File: src/rtl/coh_pkg.sv
`timescale 1ns/1ps
package coh_pkg;

    // Line state, bits {valid, writable, dirty}
    typedef enum logic [2:0] {
        LS_INV = 3'b000,
        LS_SHR = 3'b100,
        LS_OWN = 3'b101,
        LS_EXC = 3'b110,
        LS_MOD = 3'b111
    } line_st_e;

    typedef enum logic [2:0] {
        OP_READ     = 3'd0,
        OP_WRITE    = 3'd1,
        OP_RDBLK    = 3'd2,
        OP_RDBLK_EX = 3'd3,
        OP_UPGRADE  = 3'd4,
        OP_WBACK    = 3'd5
    } cpu_op_e;

    typedef enum logic [1:0] {
        SRC_NONE = 2'd0,
        SRC_CPU  = 2'd1,
        SRC_FILL = 2'd2,
        SRC_SNP  = 2'd3
    } evt_src_e;

    typedef struct packed {
        logic     hit;
        logic     reply;
        line_st_e new_st;
        logic     shared;
        logic     inhibit;
        logic     supply_ex;
        logic     data;
    } coh_res_t;

    function automatic logic st_valid(line_st_e s);
        return s[2];
    endfunction

    function automatic logic st_writable(line_st_e s);
        return s[1];
    endfunction

    function automatic logic st_dirty(line_st_e s);
        return s[0];
    endfunction

    // Remove write permission, keep ownership of dirty data
    function automatic line_st_e drop_write(line_st_e s);
        case (s)
            LS_EXC:  return LS_SHR;
            LS_MOD:  return LS_OWN;
            default: return s;
        endcase
    endfunction

endpackage

File: src/rtl/coh_arbiter.sv
`timescale 1ns/1ps
module coh_arbiter
    import coh_pkg::*;
(
    input  logic     snp_req,
    input  logic     fill_req,
    input  logic     cpu_req,
    output logic     fill_go,
    output logic     cpu_go,
    output evt_src_e sel
);

    always_comb begin
        fill_go = 1'b0;
        cpu_go  = 1'b0;
        sel     = SRC_NONE;
        if (snp_req) begin
            sel = SRC_SNP;
        end else if (fill_req) begin
            sel     = SRC_FILL;
            fill_go = 1'b1;
        end else if (cpu_req) begin
            sel    = SRC_CPU;
            cpu_go = 1'b1;
        end
    end

endmodule

File: src/rtl/coh_line_store.sv
`timescale 1ns/1ps
module coh_line_store
    import coh_pkg::*;
#(
    parameter int LINES = 16,
    parameter int IDX_W = $clog2(LINES)
) (
    input  logic             clk,
    input  logic             rst_n,
    input  logic             we,
    input  logic [IDX_W-1:0] wr_idx,
    input  line_st_e         wr_st,
    input  logic [IDX_W-1:0] rd_idx,
    output line_st_e         rd_st
);

    line_st_e lines [LINES];

    for (genvar g = 0; g < LINES; g++) begin : g_line
        always_ff @(posedge clk or negedge rst_n) begin
            if (!rst_n) begin
                lines[g] <= LS_INV;
            end else if (we && (wr_idx == IDX_W'(g))) begin
                lines[g] <= wr_st;
            end
        end
    end

    assign rd_st = lines[rd_idx];

endmodule

File: src/rtl/coh_transition.sv
`timescale 1ns/1ps
module coh_transition
    import coh_pkg::*;
(
    input  evt_src_e   src,
    input  line_st_e   old_st,
    input  logic [2:0] cpu_op,
    input  logic       fill_excl,
    input  logic       fill_shared,
    input  logic       snp_read,
    input  logic       snp_inval,
    input  logic       snp_need_rsp,
    output coh_res_t   res
);

    cpu_op_e op;
    logic    answer;

    assign op     = cpu_op_e'(cpu_op);
    assign answer = st_dirty(old_st) && snp_need_rsp;

    always_comb begin
        res.hit       = 1'b0;
        res.reply     = 1'b0;
        res.new_st    = old_st;
        res.shared    = 1'b0;
        res.inhibit   = 1'b0;
        res.supply_ex = 1'b0;
        res.data      = 1'b0;
        unique case (src)
            SRC_CPU: begin
                unique case (op)
                    OP_READ: begin
                        if (st_valid(old_st)) begin
                            res.hit   = 1'b1;
                            res.reply = 1'b1;
                        end
                    end
                    OP_WRITE: begin
                        if (st_writable(old_st)) begin
                            res.hit    = 1'b1;
                            res.reply  = 1'b1;
                            res.new_st = LS_MOD;
                        end
                    end
                    OP_RDBLK: begin
                        if (st_valid(old_st)) begin
                            res.hit    = 1'b1;
                            res.reply  = 1'b1;
                            res.shared = 1'b1;
                            res.new_st = drop_write(old_st);
                        end
                    end
                    OP_RDBLK_EX, OP_UPGRADE: begin
                        if (st_writable(old_st)) begin
                            res.hit    = 1'b1;
                            res.reply  = 1'b1;
                            res.new_st = LS_INV;
                        end
                    end
                    OP_WBACK: begin
                        if (st_writable(old_st)) begin
                            res.hit    = 1'b1;
                            res.new_st = LS_MOD;
                        end else if (st_valid(old_st)) begin
                            res.hit    = 1'b1;
                            res.new_st = LS_OWN;
                        end
                    end
                    default: ;
                endcase
            end
            SRC_FILL: begin
                res.hit    = 1'b1;
                res.new_st = (fill_excl || !fill_shared) ? LS_EXC : LS_SHR;
            end
            SRC_SNP: begin
                if (st_valid(old_st)) begin
                    res.hit       = 1'b1;
                    res.shared    = snp_read && !snp_inval;
                    res.inhibit   = answer;
                    res.supply_ex = answer && st_writable(old_st);
                    res.data      = answer && snp_read;
                    if (snp_inval) begin
                        res.new_st = LS_INV;
                    end else if (snp_read) begin
                        res.new_st = drop_write(old_st);
                    end
                end
            end
            default: ;
        endcase
    end

endmodule

File: src/rtl/coh_line_ctrl.sv
`timescale 1ns/1ps
module coh_line_ctrl
    import coh_pkg::*;
#(
    parameter  int LINES = 16,
    localparam int IDX_W = $clog2(LINES)
) (
    input  logic             clk,
    input  logic             rst_n,
    input  logic             cpu_req,
    input  logic [2:0]       cpu_op,
    input  logic [IDX_W-1:0] cpu_idx,
    output logic             cpu_gnt,
    input  logic             fill_req,
    input  logic [IDX_W-1:0] fill_idx,
    input  logic             fill_excl,
    input  logic             fill_shared,
    output logic             fill_gnt,
    input  logic             snp_req,
    input  logic [IDX_W-1:0] snp_idx,
    input  logic             snp_read,
    input  logic             snp_inval,
    input  logic             snp_need_rsp,
    output logic             evt_valid,
    output logic [1:0]       evt_src,
    output logic [IDX_W-1:0] evt_idx,
    output logic             evt_hit,
    output logic             evt_reply,
    output logic [2:0]       evt_old,
    output logic [2:0]       evt_new,
    output logic             evt_shared,
    output logic             evt_inhibit,
    output logic             evt_supply_ex,
    output logic             evt_data
);

    evt_src_e         sel;
    logic [IDX_W-1:0] idx;
    line_st_e         old_st;
    coh_res_t         res;

    coh_arbiter u_arb (
        .snp_req  (snp_req),
        .fill_req (fill_req),
        .cpu_req  (cpu_req),
        .fill_go  (fill_gnt),
        .cpu_go   (cpu_gnt),
        .sel      (sel)
    );

    always_comb begin
        unique case (sel)
            SRC_SNP:  idx = snp_idx;
            SRC_FILL: idx = fill_idx;
            default:  idx = cpu_idx;
        endcase
    end

    coh_line_store #(.LINES(LINES), .IDX_W(IDX_W)) u_store (
        .clk    (clk),
        .rst_n  (rst_n),
        .we     (sel != SRC_NONE),
        .wr_idx (idx),
        .wr_st  (res.new_st),
        .rd_idx (idx),
        .rd_st  (old_st)
    );

    coh_transition u_next (
        .src          (sel),
        .old_st       (old_st),
        .cpu_op       (cpu_op),
        .fill_excl    (fill_excl),
        .fill_shared  (fill_shared),
        .snp_read     (snp_read),
        .snp_inval    (snp_inval),
        .snp_need_rsp (snp_need_rsp),
        .res          (res)
    );

    // Report register: one cycle after the event is taken
    always_ff @(posedge clk or negedge rst_n) begin
        if (!rst_n) begin
            evt_valid     <= 1'b0;
            evt_src       <= 2'd0;
            evt_idx       <= '0;
            evt_hit       <= 1'b0;
            evt_reply     <= 1'b0;
            evt_old       <= 3'b000;
            evt_new       <= 3'b000;
            evt_shared    <= 1'b0;
            evt_inhibit   <= 1'b0;
            evt_supply_ex <= 1'b0;
            evt_data      <= 1'b0;
        end else begin
            evt_valid     <= (sel != SRC_NONE);
            evt_src       <= sel;
            evt_idx       <= idx;
            evt_hit       <= res.hit;
            evt_reply     <= res.reply;
            evt_old       <= old_st;
            evt_new       <= res.new_st;
            evt_shared    <= res.shared;
            evt_inhibit   <= res.inhibit;
            evt_supply_ex <= res.supply_ex;
            evt_data      <= res.data;
        end
    end


    cpu_grant_report_chk: assert property (@(posedge clk) disable iff (!rst_n)
        cpu_gnt |=> evt_valid && evt_src == 2'd1);


    snoop_first_chk: assert property (@(posedge clk) disable iff (!rst_n)
        snp_req |=> evt_valid && evt_src == 2'd3);


    miss_keeps_state_chk: assert property (@(posedge clk) disable iff (!rst_n)
        (evt_valid && evt_src == 2'd1 && !evt_hit) |-> (evt_new == evt_old && !evt_reply));


    write_hit_dirty_chk: assert property (@(posedge clk) disable iff (!rst_n)
        (cpu_gnt && cpu_op == 3'd1) |=> (!evt_hit || evt_new == 3'b111));


    wback_silent_chk: assert property (@(posedge clk) disable iff (!rst_n)
        (cpu_gnt && cpu_op == 3'd5) |=> (!evt_reply && (!evt_hit || evt_new[0])));


    fill_clean_chk: assert property (@(posedge clk) disable iff (!rst_n)
        (evt_valid && evt_src == 2'd2) |-> (evt_new[2] && !evt_new[0]));


    snoop_idle_line_chk: assert property (@(posedge clk) disable iff (!rst_n)
        (evt_valid && evt_src == 2'd3 && !evt_old[2])
            |-> (evt_new == 3'b000 && !evt_inhibit && !evt_shared && !evt_data));


    supply_needs_inhibit_chk: assert property (@(posedge clk) disable iff (!rst_n)
        evt_supply_ex |-> (evt_inhibit && evt_old[1] && evt_old[0]));


    inval_snoop_chk: assert property (@(posedge clk) disable iff (!rst_n)
        (snp_req && snp_inval) |=> (evt_new == 3'b000 && !evt_shared));

endmodule

File: config.mk
export PLATFORM = sky130hd
export DESIGN_NAME = coh_line_ctrl
export DESIGN_NICKNAME = d
export VERILOG_FILES = /design/src/rtl/coh_pkg.sv /design/src/rtl/coh_arbiter.sv /design/src/rtl/coh_line_store.sv /design/src/rtl/coh_transition.sv /design/src/rtl/coh_line_ctrl.sv
export SDC_FILE = /design/constraint.sdc
export NUM_CORES = 1
export LEC_CHECK = 0
export ABC_AREA = 0
export BUFFER_PORTS_ARGS = -buffer_cell sky130_fd_sc_hd__buf_2
export CORE_MARGIN = 3
export CORE_UTILIZATION = 55
export DETAILED_ROUTE_END_ITERATION = 10
export PLACE_DENSITY_LB_ADDON = 0.25
export SETUP_SLACK_MARGIN = 0.05
export SLEW_MARGIN = 0
export SYNTH_ARGS = -nofsm -noshare
export SYNTH_HDL_FRONTEND = slang
export SYNTH_SLANG_ARGS = --single-unit
File: constraint.sdc
create_clock -name clk -period 3.5 [get_ports clk]
set_input_delay 0.35 -clock clk [delete_from_list [all_inputs] [get_ports clk]]
set_output_delay 0.35 -clock clk [all_outputs]
set_load 0.1 [all_outputs]
# After elaboration in Yosys (flattened, before gate mapping)
# Index checks and enable logic that the tools add are counted.
# word_totals
reg_bits	67
in_bits	25
output_inout_bits	21
# classes
n_lt_le_gt_ge	1
n_eq_ne	25
mux	34
bitwise	1
n_reduce_logical	27
# ops
operator	n
$eq A4 B4 Y1 const B	8
$logic_and A1 B1 Y1	20
$mux W3	6
$eq A4 B3 Y1 const B	4
$bmux W3 S4	1
$eq A3 B3 Y1 const B	4
$pmux W3 S4	1
$mux W1	10
$mux W2	5
$mux W5	2
$pmux W3 S3	1
$eq A4 B2 Y1 const B	2
$pmux W4 S2	1
$mux W7	1
$eq A3 B2 Y1 const B	2
$mux W6	1
$ge A5 B5 Y1 const B	1
$not A4 Y5	1
$pmux W1 S5	1
$eq A2 B2 Y1 const B	2
$eq A4 B1 Y1 const B	1
$logic_not A4 Y1	1
$pmux W1 S4	1
$pmux W2 S2	1
9 further kinds	10

# Longest topological paths before layout
# Gate-level depths: netlist of run 1.
# depth
depth_word	15
mapped_depth	13

# Cells and area by module
# From an unflattened synthesis of run 1, not the netlist that was laid out.
# unflattened
hier_cells	237
area_unflattened_um2	3174.3
# modules_own_cells
module	n_inst	cells_each	area_each_um2
coh_line_store	1	152	2293.4
coh_line_ctrl	1	34	573.0
coh_transition	1	46	266.5
coh_arbiter	1	5	41.3

# Least setup slack after synthesis of run 1
# Ideal clock, no wire load.
# synth_path
path_kind	input-to-reg
startpoint	in snp_req
endpoint	reg u_store.lines[22] in the netlist's numbering
setup_ns	0.064
arrival_ns	3.618
required_time_ns	3.436
path_slack_ns	-0.182
cell_stages	9
path_buffers	4
path_cell_list	buf_4 > buf_2 > buf_1 > nor2_1 > o21ai_0 > a21boi_1 > a31oi_4 > buf_2 > mux2_2
# synth_rtl
item	line	rtl
start, declared	coh_line_ctrl.sv:19	input logic snp_req,
end signal, assigned by index	coh_line_store.sv:24	lines[g] <= wr_st;
end, declared	coh_line_store.sv:17	line_st_e lines [LINES];

# Final worst setup path of run 1
# layout_path
startpoint	in snp_req
endpoint	reg u_store.lines[1] in the netlist's numbering
# layout_via
elab_chain_len	13
# layout_lines
item	line	rtl
$mux W2 *	coh_arbiter.sv:17	if (snp_req) begin
$eq A2 B2 Y1	coh_line_ctrl.sv:52	unique case (sel)
$pmux W4 S2 *	coh_line_ctrl.sv:52	
via idx[2]	coh_line_ctrl.sv:38	logic [IDX_W-1:0] idx;
$not A4 Y5 (not written as such)	coh_line_store.sv:29	assign rd_st = lines[rd_idx];
$bmux W3 S4	coh_line_store.sv:29	
$mux W3 (not written as such) (2 in series)	coh_line_store.sv:29	
$eq A3 B3 Y1	coh_pkg.sv:53	case (s)
$pmux W2 S2	coh_pkg.sv:53	
$mux W2	coh_transition.sv:86	end else if (snp_read) begin
$mux W3	coh_transition.sv:84	if (snp_inval) begin
$mux W7	coh_transition.sv:78	if (st_valid(old_st)) begin
$pmux W3 S3	coh_transition.sv:30	unique case (src)
# The timed path passes the listed nets; every way through them passes the cells marked *. The select of a mux whose other input is x is not followed.
# A chain may end at the register's enable or synchronous reset.

==> results of run 1 <==
==> critical path, delay by kind of cell <==
kind,cells,cell delay (ns)
buffers and inverters,2,0.66
AOI/OAI and AO/OA,5,1.35
muxes,1,0.26
and+or+nand+nor,1,0.37
==> worst paths after layout <==
| path | startpoint | endpoint | slack [ns] |
|---|---|---|---|
| setup / recovery | snp_req | u_store.lines[1] | 0.77 |
| hold / removal | rst_n | evt_idx[3] | 0.11 |
| setup reg to reg | u_store.lines[28] | u_store.lines[35] | 1.18 |
| hold reg to reg | u_store.lines[46] | u_store.lines[46] | 0.51 |
| max in group asynchronous | rst_n | u_store.lines[14] | 2.48 |
| min in group clk | snp_read | evt_data | 0.25 |
==> sequential cells by signal, summed over array words and instances, names as in the netlist, 2 cells and up <==
| register | count |
|---|---|
| evt_new | 3 |
| u_store.lines | 48 |
| evt_src | 2 |
| evt_old | 3 |
| evt_idx | 4 |
==> logic make-up after synthesis <==
logic type / Yosys count / share of synthesized area (%)
DFF: 67 / 47.9
AOI/OAI and AO/OA: 86 / 18.0
muxes: 36 / 12.8
buffers and inverters: 30 / 4.54
and+or+nand+nor: 124 / 16.7
==> power breakdown <==
group          internal, W  leakage, nW  switching, W  total, W
clock             0.000370       0.0998      0.000301  0.000671
combinational     0.000358        0.931      0.000651   0.00101
sequential         0.00104        0.804      0.000162   0.00120
total              0.00177         1.83       0.00111   0.00288
==> metal layers <==
layer | share of wire, % | vias to the layer above | global-route usage [%]
met5 | 0 | - | 0
met4 | 2.4 | 0 | 12.5
met2 | 45 | 124 | 38.0
met3 | 7.1 | 20 | 4.13
met1 | 45 | 1453 | 36.8
li1 | - | 1349 | -
==> layout make-up <==
class                           instances  area, um^2  area share (%)
Clock buffer                           13         159            3.96
Timing Repair Buffer                   56         308            7.67
Sequential cell                        67        1680            41.8
Tap cell                               75        93.8            2.34
Multi-Input combinational cell        246        1660            41.5
Inverter                               17        66.3            1.65
Clock inverter                          3        46.3            1.15
==> layout by cell type, fill, tap and decap left out, types with 2 or more instances in the layout <==
cell type,synthesis,layout
a21oi_1,21,21
a21o_1,3,3
dfrtp_1,67,67
and2_1,4,4
inv_1,12,12
nand4_1,6,6
clkbuf_1,1,2
nor2b_1,9,9
and3_1,4,4
clkinv_1,2,2
mux2i_1,14,14
o311ai_0,2,2
nor4_1,2,2
buf_2,5,45
clkbuf_8,0,11
o21ai_1,2,2
buf_4,2,11
o211ai_1,9,9
nor3_1,3,3
nor3b_1,2,2
mux4_2,4,4
o21a_1,3,3
nand2b_1,5,5
nand3_1,7,7
a22o_1,3,3
mux2_2,16,16
a22oi_1,4,4
nand2_1,16,16
nor2_1,62,61
o21ai_0,2,2
a221oi_1,3,3
a211oi_1,5,5
a31oi_1,17,17
inv_2,2,2
==> per-stage QoR <==
step                utilization, %  instance area, um^2  total power, W
floorplan                        -                 3500         0.00196
global placement              63.2                 3810         0.00217
detailed placement            63.2                 3810         0.00221
CTS                           66.6                 4010         0.00288
global route                  66.6                 4010         0.00303
finish                        66.6                 4010         0.00288
==> out/metrics.cfg, run 1 <==
[outcome]
status = completed

[floorplanning]
core_area_um2 = 6030
start_util_pct = 58.0
dieArea_um2 = 7350
fp.dieH_um = 85.7
num_rows = 28
fp.dieW_um = 85.7
ios = 46

[clocking]
clk_path_buf_depth = 2
cts-root-buf = clkbuf_8
clk_pin_slew_ns = 0.08
postCtsHoldBufs = 0
cts_tree = yes
cts_setup_buffers = 0
cts_buffers = 9
cts_htree_levels = 3
insertion_delay_ns = 0.35
clock_sink_count = 67
ctsResizeCount = 0

[critical_path]
cp_slowest_cell = a31oi_4
slowest_delay_ns = 0.50
crit_type = in2reg
end_kind = register
ff2ff_path_depth = 10
crit_required_ns = 3.79
crit_chain = buf_2 > o21a_1 > clkinv_1 > nor4_1 > a211o_1 > o211a_2 > o211ai_2 > a31oi_4 > mux2_2
cp.arrival_ns = 3.02
worst_setup_path_start_kind = input pin
crit_fanout = 24

[synth]
synth_top_area_cell = dfrtp_1
yosysSeqAreaShare_pct = 47.9
async_reset_ff_share_pct = 100
yosysWarnings = 0
netlist_top_cells_count = dfrtp_1, nor2_1, a21oi_1, a31oi_1
syn-cell-area_um2 = 3500
synth_most_common_cell = dfrtp_1
synth-seq-cells = 67
netlist.area_leader.share_pct = 47.9
ys_types = 54
synth_area_leaders = dfrtp_1, nor2_1, mux2_2
synth_edf_count = 0
yosys_most_used_dff = dfrtp_1
synth_cells = 343
synth_nets = 368
syn_area_per_cell_um2 = 10.2

[sta]
slew_viol_final = 0
fin_crit_ns = 2.73
holdWs_ns = 0.111
max_freq_ghz = 0.366
setup_tns_ns = 0
rsz0062_at_grt = false
period_share_pct = 78.0
clock-skew-final_ns = 0.0124
finalSetupViolCount = 0
setup_ws_ns = 0.771
timing_hold_violations_final = 0
tightest_slew_ns = 0.891
relSlewSlack_pct = 40.6

[global_route]
first_global_vias = 2879
grt_pass1_wl_um = 14400
grt_start_max_net_pins = 41
grt_overflow = 0
grt_use_total_pct = 25.7
antenna_found_initial = 0

[cells_and_area]
area_growth_pct = 14.8
drive_gt1_share_pct = 26.1
final_nets = 422
fill_cells = 518
antenna_cells = 0
final_cells = 477

[route]
avgRoutedWirePerCell_um = 18.3
drc = 0
vias = 2946
drt_pass1_iterations = 5
avgViaCountPerCell = 6.18
ant_nets = 0
first_iter_violations = 293
drt_wl_total_um = 8740

[place]
dpl.cell_count = 461
dp_hpwl_um = 6150
io_buffers = 45
post-place-ws_ns = 0.467
gp_congestion = 0.895

[run]
max_cap_viol_count = 0

[power_and_ir_drop]
power.leakage_nw = 1.83
p_per_area_nw_per_um2 = 718
ir_worst_vdd_mv = 0.463

[worst_hold_path]
worst_hold_path_type = in2async

Note: power is estimated with default switching activity, not from simulation.
==> run 2: changes to the inputs <==
--- a/config.mk
+++ b/config.mk
@@ -5,7 +5,7 @@
 export SDC_FILE = /design/constraint.sdc
 export NUM_CORES = 1
 export LEC_CHECK = 0
-export ABC_AREA = 0
+export ABC_AREA = 1
 export BUFFER_PORTS_ARGS = -buffer_cell sky130_fd_sc_hd__buf_2
 export CORE_MARGIN = 3
 export CORE_UTILIZATION = 55
==> constraint.sdc (replaced) <==
create_clock -name clk -period 2.7 [get_ports clk]
set_input_delay 0.27 -clock clk [delete_from_list [all_inputs] [get_ports clk]]
set_output_delay 0.27 -clock clk [all_outputs]
set_load 0.1 [all_outputs]
==> run 2 against run 1 <==
Compared with the run above: hold slack better by 0.062 ns; clock skew hardly changed; core utilization grew 0.91 points; wire length increased by 1.8%; synthesized area decreased by 0.97%; register-to-register slack got worse by 0.50 ns; combinational power increased by 14%; critical endpoint is now u_store.lines[47]; largest power group unchanged; highest routed layer unchanged.
==> out/metrics.cfg, run 2 <==
[power_and_ir_drop]
sequentialPowerShare_pct = 41.0  ; was 41.7%
intPower_w = 0.00217  ; was 0.00177 W
p_sw_w = 0.00143  ; was 0.00111 W
power.total_w = 0.00360  ; was 0.00288 W
swShare_pct = 39.7  ; was 38.6%
ir_worst_vdd_mv = 0.681  ; was 0.463 mV
p_per_area_nw_per_um2 = 886  ; was 718 nW/um^2
p_clk_share_pct = 27.1  ; was 23.3%
pwr-share-comb_pct = 32.0  ; was 35.0%
power.leakage_nw = 2.33  ; was 1.83 nW

[route]
first_iter_violations = 282  ; was 293
drc = 0  ; unchanged
avgViaCountPerCell = 5.29  ; was 6.18
wl_met2_um = 4230  ; was 3940 um
drt_wl_total_um = 8900  ; was 8740 um
highest_layer = met4  ; unchanged
drt_pass1_iterations = 5  ; unchanged
met3_length_um = 642  ; was 618 um
ant_nets = 0  ; unchanged
vias = 3319  ; was 2946
met1_length_um = 3780  ; was 3970 um
avgRoutedWirePerCell_um = 14.2  ; was 18.3 um

[floorplanning]
num_rows = 28  ; unchanged
fp.dieW_um = 85.4  ; was 85.7 um
core_area_um2 = 6030  ; unchanged
start_util_pct = 57.5  ; was 58.0%
dieArea_um2 = 7290  ; was 7350 um^2
fp.dieH_um = 85.4  ; was 85.7 um
ios = 46  ; unchanged

[synth]
ys_types = 25  ; was 54
async_reset_ff_share_pct = 100  ; unchanged
synth_most_common_cell = nand2_1  ; was dfrtp_1
yosysSeqAreaShare_pct = 48.4  ; was 47.9%
synth_top_area_cell = dfrtp_1  ; unchanged
synth_cells = 490  ; was 343
netlist.area_leader.share_pct = 48.4  ; was 47.9%
netlist_top_cells_count = nand2_1, dfrtp_1, inv_1, nor2_1, nand4_1  ; was dfrtp_1, nor2_1, a21oi_1, a31oi_1
synth_nets = 515  ; was 368
yosys_most_used_dff = dfrtp_1  ; unchanged
synth-seq-cells = 67  ; unchanged
synth_area_leaders = dfrtp_1, nand2_1, inv_1  ; was dfrtp_1, nor2_1, mux2_2
synth_edf_count = 0  ; unchanged
yosysWarnings = 0  ; unchanged
syn_area_per_cell_um2 = 7.07  ; was 10.2 um^2
syn-cell-area_um2 = 3460  ; was 3500 um^2

[place]
io_buffers = 45  ; unchanged
dp_hpwl_um = 6540  ; was 6150 um
gp_congestion = 0.911  ; was 0.895

[clocking]
cts_buffers = 9  ; unchanged
clk_path_buf_depth = 2  ; unchanged
clk_pin_slew_ns = 0.09  ; was 0.08 ns
cts_tree = yes  ; unchanged
clock_sink_count = 67  ; unchanged
cts_htree_levels = 3  ; unchanged
ctsResizeCount = 0  ; unchanged
cts-root-buf = clkbuf_8  ; unchanged
insertion_delay_ns = 0.36  ; was 0.35 ns

[cells_and_area]
finish.utilization_pct = 67.5  ; was 66.6%
regMostFlops = u_store.lines  ; unchanged
largest_reg_flops = 48  ; unchanged
final_cell_mix = nand2_1, dfrtp_1, inv_1  ; was dfrtp_1, nor2_1, buf_2
area_growth_pct = 17.5  ; was 14.8%
fill_cells = 512  ; was 518
final_common_cell = nand2_1  ; was dfrtp_1
final_nets = 573  ; was 422
antenna_cells = 0  ; unchanged
drive_gt1_share_pct = 16.5  ; was 26.1%
largest_registers = u_store.lines: 48 flops, evt_idx: 4 flops  ; unchanged

[critical_path]
crit_fanout = 9  ; was 24
worst_setup_path_start_kind = input pin  ; unchanged
reg2reg_slack_ns = 0.68  ; was 1.18 ns
crit_required_ns = 2.95  ; was 3.79 ns
end_kind = register  ; unchanged
endpoint = u_store.lines[47]  ; was u_store.lines[1]
timing.rr.start = u_store.lines[31]  ; was u_store.lines[28]
r2r_end = u_store.lines[47]  ; was u_store.lines[35]
ff2ff_path_depth = 17  ; was 10
crit_start = snp_req  ; unchanged
crit_type = in2reg  ; unchanged
cp.arrival_ns = 2.58  ; was 3.02 ns

[sta]
timing_hold_violations_final = 0  ; unchanged
slew_viol_final = 0  ; unchanged
holdWs_ns = 0.173  ; was 0.111 ns
tightest_slew_ns = 0.500  ; was 0.891 ns
setup_tns_ns = 0  ; unchanged
clock-skew-final_ns = 0.0125  ; was 0.0124 ns
max_freq_ghz = 0.430
period_share_pct = 86.1
rsz0062_at_grt = false  ; unchanged
finalSetupViolCount = 0  ; unchanged
fin_crit_ns = 2.32
relSlewSlack_pct = 66.5  ; was 40.6%

[global_route]
grt_use_total_pct = 26.1  ; was 25.7%
grt_start_max_net_pins = 36  ; was 41
grt_overflow = 0  ; unchanged
grt_pass1_wl_um = 14800  ; was 14400 um
antenna_found_initial = 0  ; unchanged
first_global_vias = 3134  ; was 2879

[worst_hold_path]
hold_path_depth = 3
worst_hold_path_type = in2reg  ; was in2async

[run]
max_cap_viol_count = 0  ; unchanged

[outcome]
status = completed  ; unchanged

run 2: worst min path at each step:
| stage | start | end | slack (ns) |
|---|---|---|---|
| after detailed placement | rst_n | evt_src[1] | 0.33 |
| after CTS | snp_read | evt_data | 0.17 |
| final | snp_read | evt_data | 0.17 |
| after floorplan | rst_n | evt_data | -0.03 |
| after global placement | rst_n | evt_src[1] | 0.32 |
| after global routing | snp_read | evt_data | 0.18 |
run 2: kinds of logic (layout without fill, tap and decap cells):
logic type,after synthesis,in the layout,synth area share (%)
buffers and inverters,77,140,9.32
AO/OA/AOI/OAI,30,30,4.91
flip-flops,67,67,48.4
AND/OR/NAND/NOR,316,316,37.4
run 2: layout make-up:
class / count / area (um^2) / share of cell area [%]
Tap cell: 75 / 93.8 / 2.31
Sequential cell: 67 / 1680 / 41.2
Inverter: 68 / 255 / 6.27
Clock inverter: 7 / 105 / 2.58
Timing Repair Buffer: 56 / 348 / 8.55
Multi-Input combinational cell: 346 / 1470 / 36.0
Clock buffer: 9 / 124 / 3.04
run 2: timing repair:
item,4_1_cts,5_1_grt
hold buffers,1,0
endpoints found under the hold margin,67,0
setup buffers,0,0
run 2: power groups by stage:
stage / Clock [W] / Sequential (W) / Combinational [W]
final: 0.000975 / 0.00148 / 0.00115
after global routing: 0.00104 / 0.00150 / 0.00128
after CTS: 0.000991 / 0.00147 / 0.00116
after detailed placement: 0 / 0.00149 / 0.00116
after global placement: 0 / 0.00148 / 0.00113
after floorplan: 0 / 0.00170 / 0.000615
run 2: metrics by stage:
step / setup slack (ns) / cells / instance area, um^2
after floorplan: 0.315 / 490 / 3470
after global placement: 0.0614 / 611 / 3830
after detailed placement: 0.0540 / 611 / 3830
after CTS: 0.414 / 628 / 4070
after global routing: 0.144 / 628 / 4070
final: 0.375 / 628 / 4070
run 2: worst max-delay path, stage by stage:
cell,delay (ns)
buf_2,0.14
inv_2,0.15
nand2_2,0.11
nor2_1,0.10
nor2_1,0.04
nand2_1,0.24
inv_2,0.17
nand2_1,0.11
nand2_1,0.06
nand2_1,0.09
nand2_1,0.07
nor2_2,0.21
nand2_1,0.10
nand2_1,0.10
nand2_1,0.07
o21ai_2,0.13
nand3_2,0.12
buf_4,0.18
nand2_1,0.06
nand2_1,0.06
run 2: metal layers:
layer / track usage (%) / vias up
met2: 41.6 / 160
met5: 0 / -
met4: 11.7 / 0
li1: - / 1601
met3: 4.47 / 30
met1: 34.9 / 1528
